`src/rtl/pcz_pkg.sv`:
```
package pcz_pkg;
   typedef enum logic [1:0] {
      FX_NORM = 2'd0,
      FX_SHAD = 2'd1,
      FX_HIGH = 2'd2
   } fx_e;

   // effect flag from the pixel byte and the external highlight request
   function automatic fx_e fx_pick(input logic fx_flag, input logic hl);
      if (fx_flag && !hl)      return FX_SHAD;
      else if (!fx_flag && hl) return FX_HIGH;
      else                     return FX_NORM;
   endfunction
endpackage

```
`src/rtl/pcz_decode.sv`:
```
module pcz_decode
   import pcz_pkg::*;
#(
   parameter int IDX_W = 4,
   parameter int PAL_W = 2,
   localparam int PIX_W = IDX_W + PAL_W + 2,
   localparam int AW    = IDX_W + PAL_W + 1
) (
   input  logic [PIX_W-1:0] pix_byte,
   input  logic             hilite,
   input  logic             split_en,
   output logic [AW-1:0]    rd_addr,
   output fx_e              fx
);
   localparam int LAYER_BIT = IDX_W + PAL_W;
   localparam int FX_BIT    = IDX_W + PAL_W + 1;

   logic sprite_bank;

   always_comb begin
      sprite_bank = split_en & pix_byte[LAYER_BIT];
      rd_addr     = {sprite_bank, pix_byte[LAYER_BIT-1:0]};
      fx          = fx_pick(pix_byte[FX_BIT], hilite);
   end
endmodule

```
`src/rtl/pcz_cram.sv`:
```
module pcz_cram #(
   parameter int AW   = 7,
   parameter int CH_W = 4,
   localparam int DEPTH = 1 << AW,
   localparam int CW    = 3 * CH_W
) (
   input  logic          clk,
   input  logic          we,
   input  logic [AW-1:0] waddr,
   input  logic [CW-1:0] wdata,
   input  logic          re,
   input  logic [AW-1:0] raddr,
   output logic [CW-1:0] rdata
);
   logic [CW-1:0] mem [DEPTH];

   // a read of the entry under write sees the value from before this edge
   always_ff @(posedge clk) begin
      if (we) mem[waddr] <= wdata;
      if (re) rdata <= mem[raddr];
   end
endmodule

```
`src/rtl/pcz_shade.sv`:
```
module pcz_shade
   import pcz_pkg::*;
#(
   parameter int CH_W  = 4,
   parameter int OUT_W = 6,
   localparam int CW     = 3 * CH_W,
   localparam int OW     = 3 * OUT_W,
   localparam int PAD_N  = OUT_W - CH_W,
   localparam int PAD_S  = OUT_W - CH_W - 1,
   localparam int HL_OFS = (1 << (OUT_W - 1)) - 2,
   localparam int MAXV   = (1 << OUT_W) - 1
) (
   input  fx_e           fx,
   input  logic [CW-1:0] color,
   output logic [OW-1:0] rgb
);
   if (OUT_W < CH_W + 2) begin : g_bad_width
      $error("pcz_shade: OUT_W must exceed CH_W by at least 2");
   end

   for (genvar ch = 0; ch < 3; ch++) begin : g_ch
      logic [CH_W-1:0]  c;
      logic [OUT_W-1:0] v_norm, v_shad;
      logic [OUT_W:0]   v_sum;
      logic [OUT_W-1:0] v_high;

      always_comb begin
         c      = color[ch*CH_W +: CH_W];
         v_norm = {c, {PAD_N{1'b0}}};
         v_shad = {1'b0, c, {PAD_S{1'b0}}};
         v_sum  = {1'b0, v_shad} + (OUT_W+1)'(HL_OFS);
         v_high = (v_sum > (OUT_W+1)'(MAXV)) ? OUT_W'(MAXV) : v_sum[OUT_W-1:0];
         unique case (fx)
            FX_SHAD: rgb[ch*OUT_W +: OUT_W] = v_shad;
            FX_HIGH: rgb[ch*OUT_W +: OUT_W] = v_high;
            default: rgb[ch*OUT_W +: OUT_W] = v_norm;
         endcase
      end
   end
endmodule

```
`src/rtl/pal_colorizer.sv`:
```
module pal_colorizer
   import pcz_pkg::*;
#(
   parameter int IDX_W  = 4,
   parameter int PAL_W  = 2,
   parameter int CH_W   = 4,
   parameter int OUT_W  = 6,
   parameter int WD_W   = 16,
   localparam int PIX_W = IDX_W + PAL_W + 2,
   localparam int AW    = IDX_W + PAL_W + 1,
   localparam int CW    = 3 * CH_W
) (
   input  logic             clk,
   input  logic             rst_n,
   input  logic             pix_en,
   input  logic [PIX_W-1:0] pix_byte,
   input  logic             hilite,
   input  logic             blank,
   input  logic             split_en,
   input  logic             wr_en,
   input  logic [AW-1:0]    wr_addr,
   input  logic [WD_W-1:0]  wr_data,
   output logic             out_valid,
   output logic [OUT_W-1:0] red,
   output logic [OUT_W-1:0] grn,
   output logic [OUT_W-1:0] blu
);
   if (WD_W < CW) begin : g_bad_wd
      $error("pal_colorizer: write word narrower than a colour entry");
   end

   logic [AW-1:0]    rd_addr;
   fx_e              fx_d, s1_fx;
   logic             s1_vld, s1_blank;
   logic [CW-1:0]    s1_color;
   logic [3*OUT_W-1:0] shaded;

   // top nibble of the write word carries nothing
   logic unused_wd_hi;
   if (WD_W > CW) begin : g_wd_hi
      assign unused_wd_hi = ^wr_data[WD_W-1:CW];
   end else begin : g_wd_exact
      assign unused_wd_hi = 1'b0;
   end

   pcz_decode #(.IDX_W(IDX_W), .PAL_W(PAL_W)) u_dec (
      .pix_byte (pix_byte),
      .hilite   (hilite),
      .split_en (split_en),
      .rd_addr  (rd_addr),
      .fx       (fx_d)
   );

   pcz_cram #(.AW(AW), .CH_W(CH_W)) u_ram (
      .clk   (clk),
      .we    (wr_en),
      .waddr (wr_addr),
      .wdata (wr_data[CW-1:0]),
      .re    (pix_en),
      .raddr (rd_addr),
      .rdata (s1_color)
   );

   always_ff @(posedge clk or negedge rst_n) begin
      if (!rst_n) begin
         s1_vld   <= 1'b0;
         s1_blank <= 1'b0;
         s1_fx    <= FX_NORM;
      end else begin
         s1_vld   <= pix_en;
         s1_blank <= blank;
         s1_fx    <= fx_d;
      end
   end

   pcz_shade #(.CH_W(CH_W), .OUT_W(OUT_W)) u_shd (
      .fx    (s1_fx),
      .color (s1_color),
      .rgb   (shaded)
   );

   always_ff @(posedge clk or negedge rst_n) begin
      if (!rst_n) begin
         out_valid <= 1'b0;
         red       <= '0;
         grn       <= '0;
         blu       <= '0;
      end else begin
         out_valid <= s1_vld;
         if (s1_vld && !s1_blank) begin
            red <= shaded[0*OUT_W +: OUT_W];
            grn <= shaded[1*OUT_W +: OUT_W];
            blu <= shaded[2*OUT_W +: OUT_W];
         end else begin
            red <= '0;
            grn <= '0;
            blu <= '0;
         end
      end
   end
endmodule

```
`config.mk`:
```
export PLATFORM = sky130hd
export DESIGN_NAME = pal_colorizer
export DESIGN_NICKNAME = d
export VERILOG_FILES = /design/src/rtl/pcz_pkg.sv /design/src/rtl/pcz_decode.sv /design/src/rtl/pcz_cram.sv /design/src/rtl/pcz_shade.sv /design/src/rtl/pal_colorizer.sv
export SDC_FILE = /design/constraint.sdc
export NUM_CORES = 1
export LEC_CHECK = 0
export BUFFER_PORTS_ARGS = -buffer_cell sky130_fd_sc_hd__buf_2
export CAP_MARGIN = 20
export CELL_PAD_IN_SITES_DETAIL_PLACEMENT = 0
export CELL_PAD_IN_SITES_GLOBAL_PLACEMENT = 1
export CORE_UTILIZATION = 60
export DETAILED_ROUTE_END_ITERATION = 7
export PLACE_DENSITY_LB_ADDON = 0.1
export REMOVE_ABC_BUFFERS = 1
export SYNTH_ARGS = -nofsm -noshare
export SYNTH_HDL_FRONTEND = slang
export SYNTH_SLANG_ARGS = --single-unit
```
`constraint.sdc`:
```
create_clock -name clk -period 3.8 [get_ports clk]
set_input_delay 0.57 -clock clk [delete_from_list [all_inputs] [get_ports clk]]
set_output_delay 0.57 -clock clk [all_outputs]
set_load 0.03 [all_outputs]
```
==> results by group <==
Outcome
  – Status: complete, no violations

GRT
  – First-pass GRT wire length: 196000 um
  – GRT Overall Usage: 27.3%
  – Largest net degree at the start of global routing: 129
  – Grt ovf: 0
  – Vias in the first global route: 28300
  – Initial antenna violation count: 11

Floorplan
  – Die W: 319 um
  – # rows: 115
  – CORE AREA: 99000 um^2
  – Die span in y: 319 um
  – Initial Utilization: 60.9%
  – Die footprint: 102000 um^2
  – I/O Pins: 57

Clock network
  – Clock slew at reported path FFs: 0.06 ns
  – CTS root buf: clkbuf_16
  – Cts bufs inserted: 155
  – CTS Sinks: 1568
  – # resized after CTS: 0
  – Clock buffer depth: 3
  – CTS tree: built
  – Clk_lat worst skew: 0.75 ns
  – H-tree depth: 4

STA
  – Hold Vio Cnt, Final: 0
  – Max Freq: 0.368 GHz
  – Post-Route Setup TNS: 0 ns
  – Least-Margin Pin Slew: 1.07 ns
  – Max Slew Vio Count: 0
  – Unrepaired setup endpoints after global routing: no
  – Rel. slew slack: 28.7%
  – Clock skew: 0.0189 ns
  – Final Cycle Share: 71.6%
  – Smallest hold slack: 0.0663 ns
  – Final setup viols: 0
  – Fin crit period: 2.72 ns

Worst setup path
  – CP bufs+invs: 3
  – Crit path required time: 4.24 ns
  – R2R cell count: 5
  – Startpoint class of the critical path: input port
  – CP max stage delay: 0.56 ns
  – Reg2Reg Capture Point: u_ram.rdata[11]
  – Crit Path Class: in -> reg
  – Worst Setup End Kind: register
  – Critical R2R Launch: u_ram.mem[101][11]
  – CP top delay family: multiplexers
  – Slowest stage cell, crit path: mux4_2
  – Critical Path Fanout Max: 29
  – WP data arrival: 3.16 ns
  – Reg2Reg Setup Slack: 1.32 ns
  – Critical path, cell by cell: buf_8 > buf_12 > buf_12 > mux4_2 > mux4_2 > mux2_2 > o22ai_1 > a221oi_1
  – CP startpoint: pix_byte[0]

Min path
  – Hold worst-path end: s1_blank
  – Hold Path Class: in -> reg
  – Worst hold path depth: 1
  – Worst Hold Launch: blank

Detailed routing
  – Drt total wl: 135000 um
  – Router iterations before antenna repair: 6
  – Routed Antenna Nets: 0
  – Via count: 27800
  – Drt drc: 0
  – WL per Instance: 31.9 um
  – DR vias/cell: 6.59
  – DR iter-0 viols: 3345

Power and ir drop
  – Pleak: 21.8 nW
  – Cell Pwr Density: 516 nW/um^2
  – Max rail drop VDD: 379 uV

Place
  – DPL Wire Length: 80200 um
  – GPL Wtd Cong: 0.851
  – Dpl cells: 3922
  – PortBufs: 49

Yosys
  – Synth cell types: 29
  – Cells after synthesis: 2496
  – Syn avg cell area: 24.2 um^2
  – Cell area after synthesis: 60300 um^2
  – Synth Register Bits: 1568
  – Synthesis warning total: 0
  – Sequential-to-total area share from yosys stat: 77.9%

Flow run
  – Maxcap violations: 0

Finish
  – Most frequent cells in the layout: edfxtp_1, mux4_2, buf_4
  – Final core occ: 69.3%
  – Post-Layout Cell Count: 4216
  – Fraction of layout cells with a size suffix above 1: 34.0%
  – Most common cell after layout, fill and taps aside: edfxtp_1
  – Nets: 2841
  – Layout area overhead: 13.7%
[layer usage]
layer / GRT usage (%) / vias to the layer above / routed length (um)
met5: 0 / - / 93
met2: 42.6 / 1230 / 65700
met1: 39.8 / 15000 / 54200
met4: 7.79 / 12 / 3370
li1: - / 11400 / -
met3: 5.73 / 228 / 11200
[power by group]
part	internal [mW]	switching, mW
logic	0.779	1.08
clock network	8.22	6.19
registers	19.1	0.0477
[state kept, by name (all words and copies together) (netlist names)]
register     cells
blu              5
grn              5
out_valid        1
red              5
s1_blank         1
s1_fx            2
s1_vld           1
u_ram.mem     1536
u_ram.rdata     12
[cell type report]
cell class	instances	area, um^2
multi-input combinational	778	12600
clock inverter	72	520
clock buffer	206	4230
timing repair buffer	281	2510
antenna	10	25.0
fill	5924	30400
inverter	14	52.6
sequential	1568	47000
tap	1287	1610
[synthesized netlist by cell type, drive strengths merged]
cell type | number | area share, %
a221oi | 21 | 0.31
mux2i | 27 | 0.45
mux2 | 24 | 0.45
ha | 5 | 0.10
xor2 | 6 | 0.087
buf | 76 | 0.71
o21a | 3 | 0.037
a21boi | 1 | 0.012
a211oi | 9 | 0.11
nor2 | 127 | 0.79
o22ai | 12 | 0.12
nand2b | 3 | 0.031
nand4 | 3 | 0.031
nand2 | 14 | 0.087
nor3 | 12 | 0.10
conb | 1 | 0.0062
clkbuf | 62 | 0.39
a21oi | 4 | 0.033
inv | 14 | 0.087
mux4 | 480 | 18
edfxtp | 1548 | 77
dfrtp | 20 | 0.83
or3 | 1 | 0.010
nand3b | 1 | 0.012
nor2b | 9 | 0.093
nand3 | 13 | 0.11
[worst max path at each step]
stage / endpoint / slack (ns) / cells after the start
final: u_ram.rdata[11] / 1.08 / 8
after global routing: u_ram.rdata[11] / 1.07 / 8
after CTS: u_ram.rdata[11] / 1.15 / 8
after detailed placement: u_ram.rdata[11] / 0.37 / 8
after global placement: u_ram.rdata[11] / 0.39 / 8
after floorplan: u_ram.mem[100][0] / 1.43 / 3
[what timing repair did]
item / 4_1_cts / 5_1_grt
hold endpoints to repair: 20 / 0
setup buffers: 0 / 0
hold buffers: 1 / 0
[through the flow]
step                      worst slack, ns  area (um^2)  power (mW)
after floorplan                      1.43        59700        20.3
after global routing                 1.07        68600        36.4
after detailed placement            0.374        63700        21.4
final                                1.08        68600        35.4
after global placement              0.385        63700        21.3
after CTS                            1.15        68400        35.6
[cells by family after synthesis]
| family | after synthesis | synth area share, % |
|---|---|---|
| AO/OA/AOI/OAI | 50 | 0.625 |
| XOR/XNOR | 6 | 0.0871 |
| adder cells (fa/ha/maj) | 5 | 0.104 |
| buffers and inverters | 152 | 1.18 |
| flip-flops | 1568 | 77.9 |
| multiplexers | 531 | 18.8 |
| other | 1 | 0.00622 |
| AND/OR/NAND/NOR | 183 | 1.26 |
[worst register-to-register path: stages, from the launching register on]
cell	delay [ns]
edfxtp_1	0.36
mux4_2	0.50
mux4_2	0.52
mux2_2	0.34
o22ai_1	0.35
a221oi_1	0.11
No activity file was read; power rests on OpenSTA's default activity.
